## src/rtl/loader_pkg.sv

```systemverilog
package loader_pkg;
    localparam int BYTE_W = 8;
    localparam int WORD_W = 16;

    typedef logic [BYTE_W-1:0] byte_t;
    typedef logic [WORD_W-1:0] word_t;

    typedef enum logic {
        PH_LOW  = 1'b0,
        PH_HIGH = 1'b1
    } phase_e;
endpackage

```

## src/rtl/strobe_sync.sv

```systemverilog
module strobe_sync #(
    parameter int STAGES = 2
) (
    input  logic clk,
    input  logic clr,
    input  logic strobe_n,
    output logic fall
);
    localparam int SH_W = STAGES + 1;

    logic [SH_W-1:0] sh_d, sh_q;

    always_comb begin
        sh_d = {sh_q[SH_W-2:0], strobe_n};
    end

    always_ff @(posedge clk or posedge clr) begin
        if (clr) sh_q <= '1;
        else     sh_q <= sh_d;
    end

    // settled level went from high to low
    assign fall = sh_q[SH_W-1] & ~sh_q[SH_W-2];
endmodule

```

## src/rtl/load_ctrl.sv

```systemverilog
module load_ctrl
    import loader_pkg::*;
#(
    parameter int NUM_REGS = 16,
    parameter int ADDR_W   = 5
) (
    input  logic              clk,
    input  logic              clr,
    input  logic              fall,
    input  logic              is_addr,
    input  byte_t             din,
    input  logic              manual,
    output logic [ADDR_W-1:0] addr,
    output logic              hi_wait,
    output logic              scan,
    output logic              wr_en,
    output word_t             wr_word
);
    typedef struct packed {
        logic [ADDR_W-1:0] addr;
        phase_e            ph;
        byte_t             lo;
    } st_t;

    st_t               s_d, s_q;
    logic [ADDR_W-1:0] nxt_addr;

    assign scan     = (s_q.addr >= ADDR_W'(NUM_REGS));
    assign nxt_addr = (s_q.addr == ADDR_W'(NUM_REGS - 1)) ? '0 : s_q.addr + 1'b1;

    always_comb begin
        s_d     = s_q;
        wr_en   = 1'b0;
        wr_word = {din, s_q.lo};
        if (fall) begin
            if (is_addr) begin
                s_d.addr = din[ADDR_W-1:0];
                s_d.ph   = PH_LOW;
            end else if (!scan) begin
                if (s_q.ph == PH_LOW) begin
                    s_d.lo = din;
                    s_d.ph = PH_HIGH;
                end else begin
                    wr_en  = 1'b1;
                    s_d.ph = PH_LOW;
                    if (!manual) s_d.addr = nxt_addr;
                end
            end
        end
    end

    always_ff @(posedge clk or posedge clr) begin
        if (clr) s_q <= '{addr: '0, ph: PH_LOW, lo: '0};
        else     s_q <= s_d;
    end

    assign addr    = s_q.addr;
    assign hi_wait = (s_q.ph == PH_HIGH);
endmodule

```

## src/rtl/reg_bank.sv

```systemverilog
module reg_bank
    import loader_pkg::*;
#(
    parameter int NUM_REGS = 16,
    parameter int ADDR_W   = 5
) (
    input  logic                         clk,
    input  logic                         clr,
    input  logic                         wr_en,
    input  logic [ADDR_W-1:0]            wr_addr,
    input  word_t                        wr_word,
    input  logic                         scan,
    output word_t                        scan_word,
    output logic [NUM_REGS*WORD_W-1:0]   regs_flat
);
    localparam int IDX_W = $clog2(NUM_REGS);

    logic [NUM_REGS-1:0][WORD_W-1:0] regs_d, regs_q;
    logic [ADDR_W-1:0]               off;

    always_comb begin
        regs_d = regs_q;
        if (wr_en && (wr_addr < ADDR_W'(NUM_REGS)))
            regs_d[wr_addr[IDX_W-1:0]] = wr_word;
    end

    always_ff @(posedge clk or posedge clr) begin
        if (clr) regs_q <= '0;
        else     regs_q <= regs_d;
    end

    assign off = wr_addr - ADDR_W'(NUM_REGS);

    always_comb begin
        scan_word = '0;
        if (scan && (off < ADDR_W'(NUM_REGS)))
            scan_word = regs_q[off[IDX_W-1:0]];
    end

    for (genvar gi = 0; gi < NUM_REGS; gi++) begin : g_flat
        assign regs_flat[gi*WORD_W +: WORD_W] = regs_q[gi];
    end
endmodule

```

## src/rtl/byte_loader.sv

```systemverilog
module byte_loader
    import loader_pkg::*;
#(
    parameter int NUM_REGS    = 16,
    parameter int SYNC_STAGES = 2,
    parameter int ADDR_W      = $clog2(NUM_REGS) + 1
) (
    input  logic                       clk,
    input  logic                       clr,
    input  logic                       ld_n,
    input  logic                       ld_sel_addr,
    input  logic [7:0]                 ld_byte,
    input  logic                       manual_mode,
    output logic [ADDR_W-1:0]          cur_addr,
    output logic                       hi_pending,
    output logic                       engine_run,
    output logic [15:0]                scan_word,
    output logic [NUM_REGS*16-1:0]     regs_flat
);
    logic  fall, scan, wr_en;
    word_t wr_word;

    strobe_sync #(.STAGES(SYNC_STAGES)) sync_i (
        .clk      (clk),
        .clr      (clr),
        .strobe_n (ld_n),
        .fall     (fall)
    );

    load_ctrl #(.NUM_REGS(NUM_REGS), .ADDR_W(ADDR_W)) ctrl_i (
        .clk     (clk),
        .clr     (clr),
        .fall    (fall),
        .is_addr (ld_sel_addr),
        .din     (ld_byte),
        .manual  (manual_mode),
        .addr    (cur_addr),
        .hi_wait (hi_pending),
        .scan    (scan),
        .wr_en   (wr_en),
        .wr_word (wr_word)
    );

    reg_bank #(.NUM_REGS(NUM_REGS), .ADDR_W(ADDR_W)) bank_i (
        .clk       (clk),
        .clr       (clr),
        .wr_en     (wr_en),
        .wr_addr   (cur_addr),
        .wr_word   (wr_word),
        .scan      (scan),
        .scan_word (scan_word),
        .regs_flat (regs_flat)
    );

    assign engine_run = ~scan;
endmodule

```

## config.mk

```make
export PLATFORM = sky130hd
export DESIGN_NAME = byte_loader
export DESIGN_NICKNAME = d
export VERILOG_FILES = /design/src/rtl/loader_pkg.sv /design/src/rtl/strobe_sync.sv /design/src/rtl/load_ctrl.sv /design/src/rtl/reg_bank.sv /design/src/rtl/byte_loader.sv
export SDC_FILE = /design/constraint.sdc
export NUM_CORES = 1
export LEC_CHECK = 0
export CAP_MARGIN = 0
export CORE_AREA = 2 2 163 165
export DETAILED_ROUTE_END_ITERATION = 6
export DIE_AREA = 0 0 165 167
export GPL_ROUTABILITY_DRIVEN = 0
export PLACE_DENSITY_LB_ADDON = 0.3
export SETUP_SLACK_MARGIN = 0.4
export SYNTH_ARGS = -nofsm -noshare
export SYNTH_HDL_FRONTEND = slang
export SYNTH_SLANG_ARGS = --single-unit
```

## constraint.sdc

```tcl
create_clock -name clk -period 11.4 [get_ports clk]
set_clock_uncertainty 0.15 [all_clocks]
set_input_delay 2.28 -clock clk [delete_from_list [all_inputs] [get_ports clk]]
set_output_delay 2.28 -clock clk [all_outputs]
set_load 0.02 [all_outputs]
```

**Yosys cells after proc, flatten, opt, wreduce, memory -nomap -nowiden**

Index checks and enable logic that the tools add are counted.

- Register bits: 273
- Output and inout port bits: 279
- Bits of input ports: 13
- Word-level logic and storage cells: 60

- $lt $le $gt $ge: 6
- Reductions and logical operators: 7
- $add $sub $neg: 2
- Equality and inequality tests: 3
- Bitwise logic cells: 5
- Muxes and demuxes: 17

Operators with widths:

| operator | number |
|---|---|
| $bwmux W256 | 1 |
| $bmux W16 S4 | 1 |
| $demux W16 S4 | 1 |
| $mux W16 | 3 |
| $mux W5 | 3 |
| $mux W14 | 1 |
| $lt A4 B5 Y1 const B | 2 |
| $lt A5 B5 Y1 const B | 2 |
| $mux W8 | 1 |
| $reduce_and A4 Y1 | 2 |
| $mux W6 | 1 |
| $add A5 B1 Y5 const B | 1 |
| $eq A5 B4 Y1 const B | 1 |
| $ge A5 B5 Y1 const B | 1 |
| $mux W1 | 5 |
| $sub A5 B5 Y5 const B | 1 |
| $ge A4 B1 Y1 const B | 1 |
| $ne A2 B2 Y1 const B | 2 |
| $not A1 Y1 | 4 |
| $logic_and A1 B1 Y1 | 3 |
| $reduce_and A2 Y1 | 1 |
| $reduce_bool A2 Y1 | 1 |
| $and A1 B1 Y1 | 1 |

**Depth between registers and ports, before layout**

Gate-level depths: netlist of the first run.

- Depth after elaboration: 6
- Mapped depth: 10
- Gate-level depth less buffers: 5

**Modules after synthesis**

From an unflattened synthesis of the first run, not the netlist that was laid out.

- Cell total of the unflattened synthesis: 841
- Area, all modules: 12717.2 µm²

By module, submodules not included:

| module | area each (µm²) | times used | cells an instance |
|---|---|---|---|
| reg_bank | 11840.1 | 1 | 769 |
| load_ctrl | 777.0 | 1 | 66 |
| strobe_sync | 96.3 | 1 | 5 |
| byte_loader | 3.8 | 1 | 1 |

**Least setup slack after synthesis of the first run**

OpenSTA, ideal clock, no wires.

- Path kind: register -> output
- Start point: register ctrl_i.s_q (netlist bit ctrl_i.addr[1])
- End point: output scan_word[2]
- Required time: 8970 ps
- Arrival: 1919 ps
- Slack: 7051 ps
- Stages on the path, launching flop included: 8
- Buffers on the path: 3
- Path through: dfrtp_1 -> buf_2 -> buf_2 -> clkbuf_1 -> nor2_1 -> a22oi_1 -> o211ai_1 -> a21oi_1

- Longest elaborated chain between the ends: 4
- Elaborated cells on any way between the ends: 7

RTL lines:

| item | line | text |
|---|---|---|
| start: declaration | load_ctrl.sv:25 | `st_t s_d, s_q;` |
| start signal: assignment | load_ctrl.sv:53 | `if (clr) s_q <= '{addr: '0, ph: PH_LOW, lo: '0};` |
| $sub A5 B5 Y5 | reg_bank.sv:32 | `assign off = wr_addr - ADDR_W'(NUM_REGS);` |
| $bmux W16 S4 or $lt A5 B5 Y1 (tied branches) | reg_bank.sv:37, reg_bank.sv:36 |  |
| $mux W16 (not written as such) or $logic_and A1 B1 Y1 (tied branches) | reg_bank.sv:37, reg_bank.sv:36 |  |
| $mux W16 (*) | reg_bank.sv:36 | `if (scan && (off < ADDR_W'(NUM_REGS)))` |
| end: declaration | byte_loader.sv:17 | `output logic [15:0] scan_word,` |

Every way passes the cells marked *; elsewhere a longest branch is shown, timed or not. The select of a mux whose other input is x is not followed.

**Worst setup path after layout of the first run**

- Start point: register ctrl_i.s_q (netlist bit ctrl_i.addr[0])
- End point: output scan_word[0]

Same word-level chain as after synthesis.

==> results.sh, run 1 <==
export IMPL_status="finished, final reports clean"
export IMPL_antenna_found_initial=0
export IMPL_yosysMostFrequentCell="dfrtp_1"
export IMPL_vias_per_cell=5.80
export IMPL_worstHoldStart="sync_i.sh_q[0]$_DFF_PP1_"
export IMPL_ir_drop_uv=128
export IMPL_final_nets=1098
export IMPL_cts_made_buffers=29
export IMPL_clk_latency_ns=0.54
export IMPL_cp_end_kind="output port"
export IMPL_finalSetupViolations=0
export IMPL_clock_sinks=273
export IMPL_antenna_cells=0
export IMPL_core_mm2=0.0258
export IMPL_synthCells=821
export IMPL_yosys_most_used_dff="dfrtp_1"
export IMPL_powerDensity_mw_per_mm2=181
export IMPL_root_buffer="clkbuf_16"
export IMPL_synth_distinct_cells=40
export IMPL_drive_above_1_share_pct=35.3
export IMPL_setup_ws_ns=4.92
export IMPL_slew_headroom_pct=16.8
export IMPL_critPathTopFamily="buffers and inverters"
export IMPL_synth_largest_area_cell="dfrtp_1"
export IMPL_gr_total_overflow=0
export IMPL_cts_buffer_depth=3
export IMPL_worstPathCellList="buf_4, mux2i_1, a221oi_1, o21ai_0, nor2_1, clkdlybuf4s50_1"
export IMPL_ys_seq_area_share_pct=53.8
export IMPL_synthTopCellsByCount="dfrtp_1, mux2_2, mux4_2"
export IMPL_num_io_pins=292
export IMPL_dp_cells=1385
export IMPL_htreeDepth=1
export IMPL_fin_tns_setup_ns=0
export IMPL_synth_area_mm2=0.0127
export IMPL_hold_worst_slack_ns=0.213
export IMPL_hold_viol_final=0
export IMPL_hpwl_um=24600
export IMPL_worstSetupStartpoint="ctrl_i.addr[0]$_DFFE_PP0P_"
export IMPL_crit_slowest_cell="dfrtp_4"
export IMPL_critPathRequiredTime_ns=8.97
export IMPL_synthArstFlopShare_pct=100
export IMPL_cts_hold_buf=0
export IMPL_synth_warning_count=0
export IMPL_wl_um=36400
export IMPL_holdCritPathClass="reg2reg"
export IMPL_max_stage_delay_ns=0.95
export IMPL_rsz0062_at_grt="no"
export IMPL_dr_pass1_iters=4
export IMPL_yosys_register_bits=273
export IMPL_p_leak_nw=7.69
export IMPL_cap_violations=0
export IMPL_post_cts_setup_buffers=0
export IMPL_fmax_mhz=154
export IMPL_drt_iter0_drc=599
export IMPL_finalCritPeriodShare_pct=56.9
export IMPL_via_count=8343
export IMPL_die_h_um=167
export IMPL_worstSetupPathType="reg2out"
export IMPL_fin_util_pct=64.3
export IMPL_synth_top_cell_area_share_pct=53.2
export IMPL_worst_ep_arrival_time_ns=4.05
export IMPL_syn_avg_cell_area_um2=15.5
export IMPL_wl_per_cell_um=25.3
export IMPL_grt_pass1_vias=8708
export IMPL_cts_resized_gates=0
export IMPL_antenna_left=0
export IMPL_synth_nets=838
export IMPL_nFillCells=1967
export IMPL_path_max_fanout=45
export IMPL_syn_to_final_growth_pct=30.5
export IMPL_start_util_pct=49.3
export IMPL_stdcell_count=1438
export IMPL_cp_start_kind="register"
export IMPL_reg2reg_from="ctrl_i.addr[3]$_DFFE_PP0P_"
export IMPL_die_x_um=165
export IMPL_tightest_slew_ns=1.25
export IMPL_cp_num_buf_inv=2
export IMPL_grt_max_degree=124
export IMPL_grt_pass1_wl_um=56000
export IMPL_route_detailed_drc=0
export IMPL_grt_use_total_pct=26.9
export IMPL_finalCriticalPeriod_ns=6.48
export IMPL_synth_edf_count=0
export IMPL_dpl_worst_slack_ns=5.45
export IMPL_cts_clk_slew_worst_paths_ns=0.06
export IMPL_portBuffers=291
export IMPL_rows=59
export IMPL_cts_tree="built"
export IMPL_dieArea_mm2=0.0276
export IMPL_yosys_top_cells_area="dfrtp_1, mux2_2, mux4_2"
export IMPL_slew_viol_final=0
==> kinds of logic after synthesis <==
kind of cell / synth area share (%)
compound gates: 3.18
buf+inv: 3.53
mux: 35.7
flops: 53.8
simple gates: 3.45
fa+ha+maj: 0.394
==> worst paths after layout <==
kind                                                     end  slack (ns)  cells after the start
max                                             scan_word[0]        4.92                      6
min                                 sync_i.sh_q[1]$_DFF_PP1_        0.21                      0
max reg2reg                bank_i.regs_flat[167]$_DFFE_PP0P_        7.79                      3
min reg2reg                         sync_i.sh_q[1]$_DFF_PP1_        0.21                      0
max in group asynchronous  bank_i.regs_flat[177]$_DFFE_PP0P_        7.38                      3
min in group asynchronous  bank_i.regs_flat[204]$_DFFE_PP0P_        2.17                      2
==> sequential cells by signal (all words and copies together) (netlist names) <==
| name | cells |
|---|---|
| ctrl_i.addr | 5 |
| ctrl_i.hi_wait | 1 |
| ctrl_i.wr_word | 8 |
| sync_i.sh_q | 3 |
| bank_i.regs_flat | 256 |
==> layout by cell type (no fill, tap or decap), types with 2 or more instances in the layout <==
| cell | count |
|---|---|
| dfrtp_1 | 268 |
| dfstp_2 | 3 |
| nor3b_1 | 2 |
| clkinv_2 | 9 |
| nor2_1 | 19 |
| o22ai_1 | 15 |
| nand2_4 | 9 |
| nand3_4 | 3 |
| o21ai_1 | 2 |
| nand2b_1 | 3 |
| buf_4 | 4 |
| o21ai_0 | 19 |
| clkbuf_1 | 6 |
| clkbuf_8 | 7 |
| and3_1 | 4 |
| ha_1 | 4 |
| nand2_1 | 6 |
| a32oi_1 | 2 |
| nor2_2 | 4 |
| mux2_2 | 230 |
| mux2_4 | 36 |
| a21oi_1 | 5 |
| nor2b_1 | 5 |
| inv_1 | 3 |
| mux4_2 | 47 |
| clkdlybuf4s50_1 | 291 |
| nand3_1 | 2 |
| mux2i_1 | 34 |
| nor3_1 | 2 |
| a221oi_1 | 15 |
| clkbuf_16 | 29 |
==> per-stage QoR <==
step	total power [mW]	instance area [um2]
4_1_cts	3.02	16600
2_1_floorplan	1.71	12700
6_report	3.01	16600
3_5_place_dp	2.11	15700
5_1_grt	3.13	16600
3_3_place_gp	2.09	15700
==> power breakdown <==
part           total [mW]  switching (mW)  internal [mW]
Combinational       0.807           0.403          0.404
Sequential           1.29           0.202           1.08
Clock               0.915           0.381          0.534
Total                3.01           0.986           2.02
==> worst register-to-register path: cells and delay by family, from the launching register on <==
kind | cells | cell delay, ns
flip-flops | 1 | 0.90
multiplexers | 1 | 0.43
AND/OR/NAND/NOR | 2 | 2.01
==> final cells by class <==
cell class	instances	area (um2)	area share, %
clock buffer	42	845	5.09
inverter	5	26.3	0.158
tap	335	419	2.53
multi-input combinational	477	5420	32.7
timing repair buffer	295	2940	17.8
sequential	273	6840	41.3
clock inverter	11	83.8	0.506
==> per-layer routing <==
layer  share of wire, %  vias to the layer above  wire [um]  GRT usage [%]
li1                   -                     3569          -              -
met1                 43                     4407      15700           38.2
met2                 47                      299      17200           42.3
met3                6.2                       68       2250           4.41
met4                3.3                        0       1210           8.77
met5                  0                        -          0              0
Power figures use the tool's default switching activity.
==> run 2, diff against run 1 <==
Clock period 11.4 ns to 6 ns, I/O delays scaled along.
==> run 2 against run 1 <==
Against the previous run:
- wire length barely moved
- cell count increased by 0.35%
- register-to-register slack got worse by 5.4 ns
- largest cell class unchanged
- flip-flop and latch count did not move
- clock power up 98%
- hold slack worse by 0.0064 ns
- critical path type unchanged
- via count is 0.31% higher
- final area up 0.38%
- global-route usage decreased by 0.12 points
- highest routed layer unchanged
- setup slack got worse by 3.9 ns
- power is 92% higher
- die area did not move
==> results.sh, run 2 (synthesis results as in run 1) <==
export IMPL_rr_worst_depth=3
export IMPL_syn_to_final_growth_pct=31.0
export IMPL_grt_pass1_vias=8723
export IMPL_powerDensity_mw_per_mm2=348
export IMPL_start_util_pct=49.3
export IMPL_cp_end_kind="output port"
export IMPL_tightest_slew_ns=1.24
export IMPL_hold_worst_slack_ns=0.207
export IMPL_cts_hold_buf=0
export IMPL_finalCriticalPeriod_ns=5.02
export IMPL_rsz0062_at_grt="no"
export IMPL_hold_viol_final=0
export IMPL_grt_pass1_wl_um=55600
export IMPL_p_leak_nw=7.71
export IMPL_cts_clk_slew_worst_paths_ns=0.06
export IMPL_finalCritPeriodShare_pct=83.6
export IMPL_finalSetupViolations=0
export IMPL_root_buffer="clkbuf_16"
export IMPL_drive_above_1_share_pct=35.2
export IMPL_dieArea_mm2=0.0276
export IMPL_slew_headroom_pct=16.9
export IMPL_ir_drop_uv=294
export IMPL_die_h_um=167
export IMPL_grt_use_total_pct=26.7
export IMPL_regArea_mm2=0.00684
export IMPL_htreeDepth=1
export IMPL_fin_area_mm2=0.0166
export IMPL_path_max_fanout=46
export IMPL_vias_per_cell=5.80
export IMPL_dp_cells=1387
export IMPL_clk_latency_ns=0.54
export IMPL_gr_total_overflow=0
export IMPL_antenna_left=0
export IMPL_core_mm2=0.0258
export IMPL_via_count=8369
export IMPL_die_x_um=165
export IMPL_rows=59
export IMPL_hpwl_um=24500
export IMPL_whs_path_depth=0
export IMPL_wl_um=36400
export IMPL_cap_violations=0
export IMPL_portBuffers=291
export IMPL_fmax_mhz=199
export IMPL_worst_ep_arrival_time_ns=3.67
export IMPL_cts_made_buffers=30
export IMPL_final_nets=1101
export IMPL_route_detailed_drc=0
export IMPL_num_io_pins=292
export IMPL_antenna_cells=0
export IMPL_slew_viol_final=0
export IMPL_drt_iter0_drc=513
export IMPL_largest_reg_flops=256
export IMPL_place_area_mm2=0.0157
export IMPL_worstSetupPathType="reg2out"
export IMPL_nFillCells=1951
export IMPL_final_cell_mix="clkdlybuf4s50_1, dfrtp_1, mux2_2"
export IMPL_cp_start_kind="register"
export IMPL_post_cts_setup_buffers=0
export IMPL_critPathRequiredTime_ns=4.65
export IMPL_status="finished, final reports clean"
export IMPL_antenna_found_initial=1
export IMPL_cts_tree="built"
export IMPL_clock_sinks=273
export IMPL_cts_resized_gates=0
export IMPL_holdCritPathClass="reg2reg"
export IMPL_multi_input_area_mm2=0.00542
export IMPL_stdcell_count=1443
export IMPL_final_common_cell="clkdlybuf4s50_1"
export IMPL_grt_max_degree=166
export IMPL_fin_tns_setup_ns=0
export IMPL_wl_per_cell_um=25.2
export IMPL_dr_pass1_iters=5
export IMPL_cts_buffer_depth=3
==> run 2: changes by cell type in the layout (fill, tap and decap cells not counted), sizes merged <==
| cell | change |
|---|---|
| buf | +2 |
| clkbuf | +5 |
| clkinv | -2 |
| clkinvlp | +2 |
| inv | -2 |
==> run 2: worst max-delay path, stage by stage (launching register included) <==
cell and delay (ns):
dfrtp_4 0.99, buf_4 0.52, mux4_2 0.57, o21ai_0 0.39, nor2_1 0.08, clkdlybuf4s50_1 0.55
==> run 2: cell type report <==
| type | instances | share of cell area, % |
|---|---|---|
| Clock inverter | 9 | 0.436 |
| Multi-Input combinational cell | 477 | 32.6 |
| Clock buffer | 47 | 5.38 |
| Sequential cell | 273 | 41.1 |
| Tap cell | 335 | 2.52 |
| Inverter | 5 | 0.135 |
| Timing Repair Buffer | 297 | 17.8 |
==> run 2: power breakdown <==
group	switching, mW	internal (mW)	leakage (nW)
clock	0.748	1.06	0.479
sequential	0.396	2.06	3.74
combinational	0.751	0.769	3.49
total	1.90	3.89	7.71
==> run 2: worst paths after layout <==
check	startpoint	slack (ns)	endpoint
max reg2reg	ctrl_i.addr[3]$_DFFE_PP0P_	2.43	bank_i.regs_flat[164]$_DFFE_PP0P_
min reg2reg	sync_i.sh_q[0]$_DFF_PP1_	0.21	sync_i.sh_q[1]$_DFF_PP1_
min	sync_i.sh_q[0]$_DFF_PP1_	0.21	sync_i.sh_q[1]$_DFF_PP1_
min in group asynchronous	clr	0.83	bank_i.regs_flat[235]$_DFFE_PP0P_
max in group asynchronous	clr	3.64	ctrl_i.addr[1]$_DFFE_PP0P_
max	ctrl_i.addr[0]$_DFFE_PP0P_	0.98	scan_word[4]
==> run 2: layer usage <==
layer / up-vias / GRT usage, % / wire length, um
met4: 0 / 9.30 / 1370
met5: - / 0 / 0
li1: 3589 / - / -
met2: 306 / 41.6 / 17200
met3: 76 / 5.48 / 2260
met1: 4398 / 37.5 / 15600
==> run 2: per-stage QoR <==
stage	total power [mW]	setup slack, ns	util, %
after floorplan	3.26	1.04	-
after global placement	3.97	1.59	60.8
after detailed placement	4.00	1.57	60.8
after CTS	5.81	0.975	64.6
after global routing	6.01	0.765	64.6
final	5.79	0.985	64.6
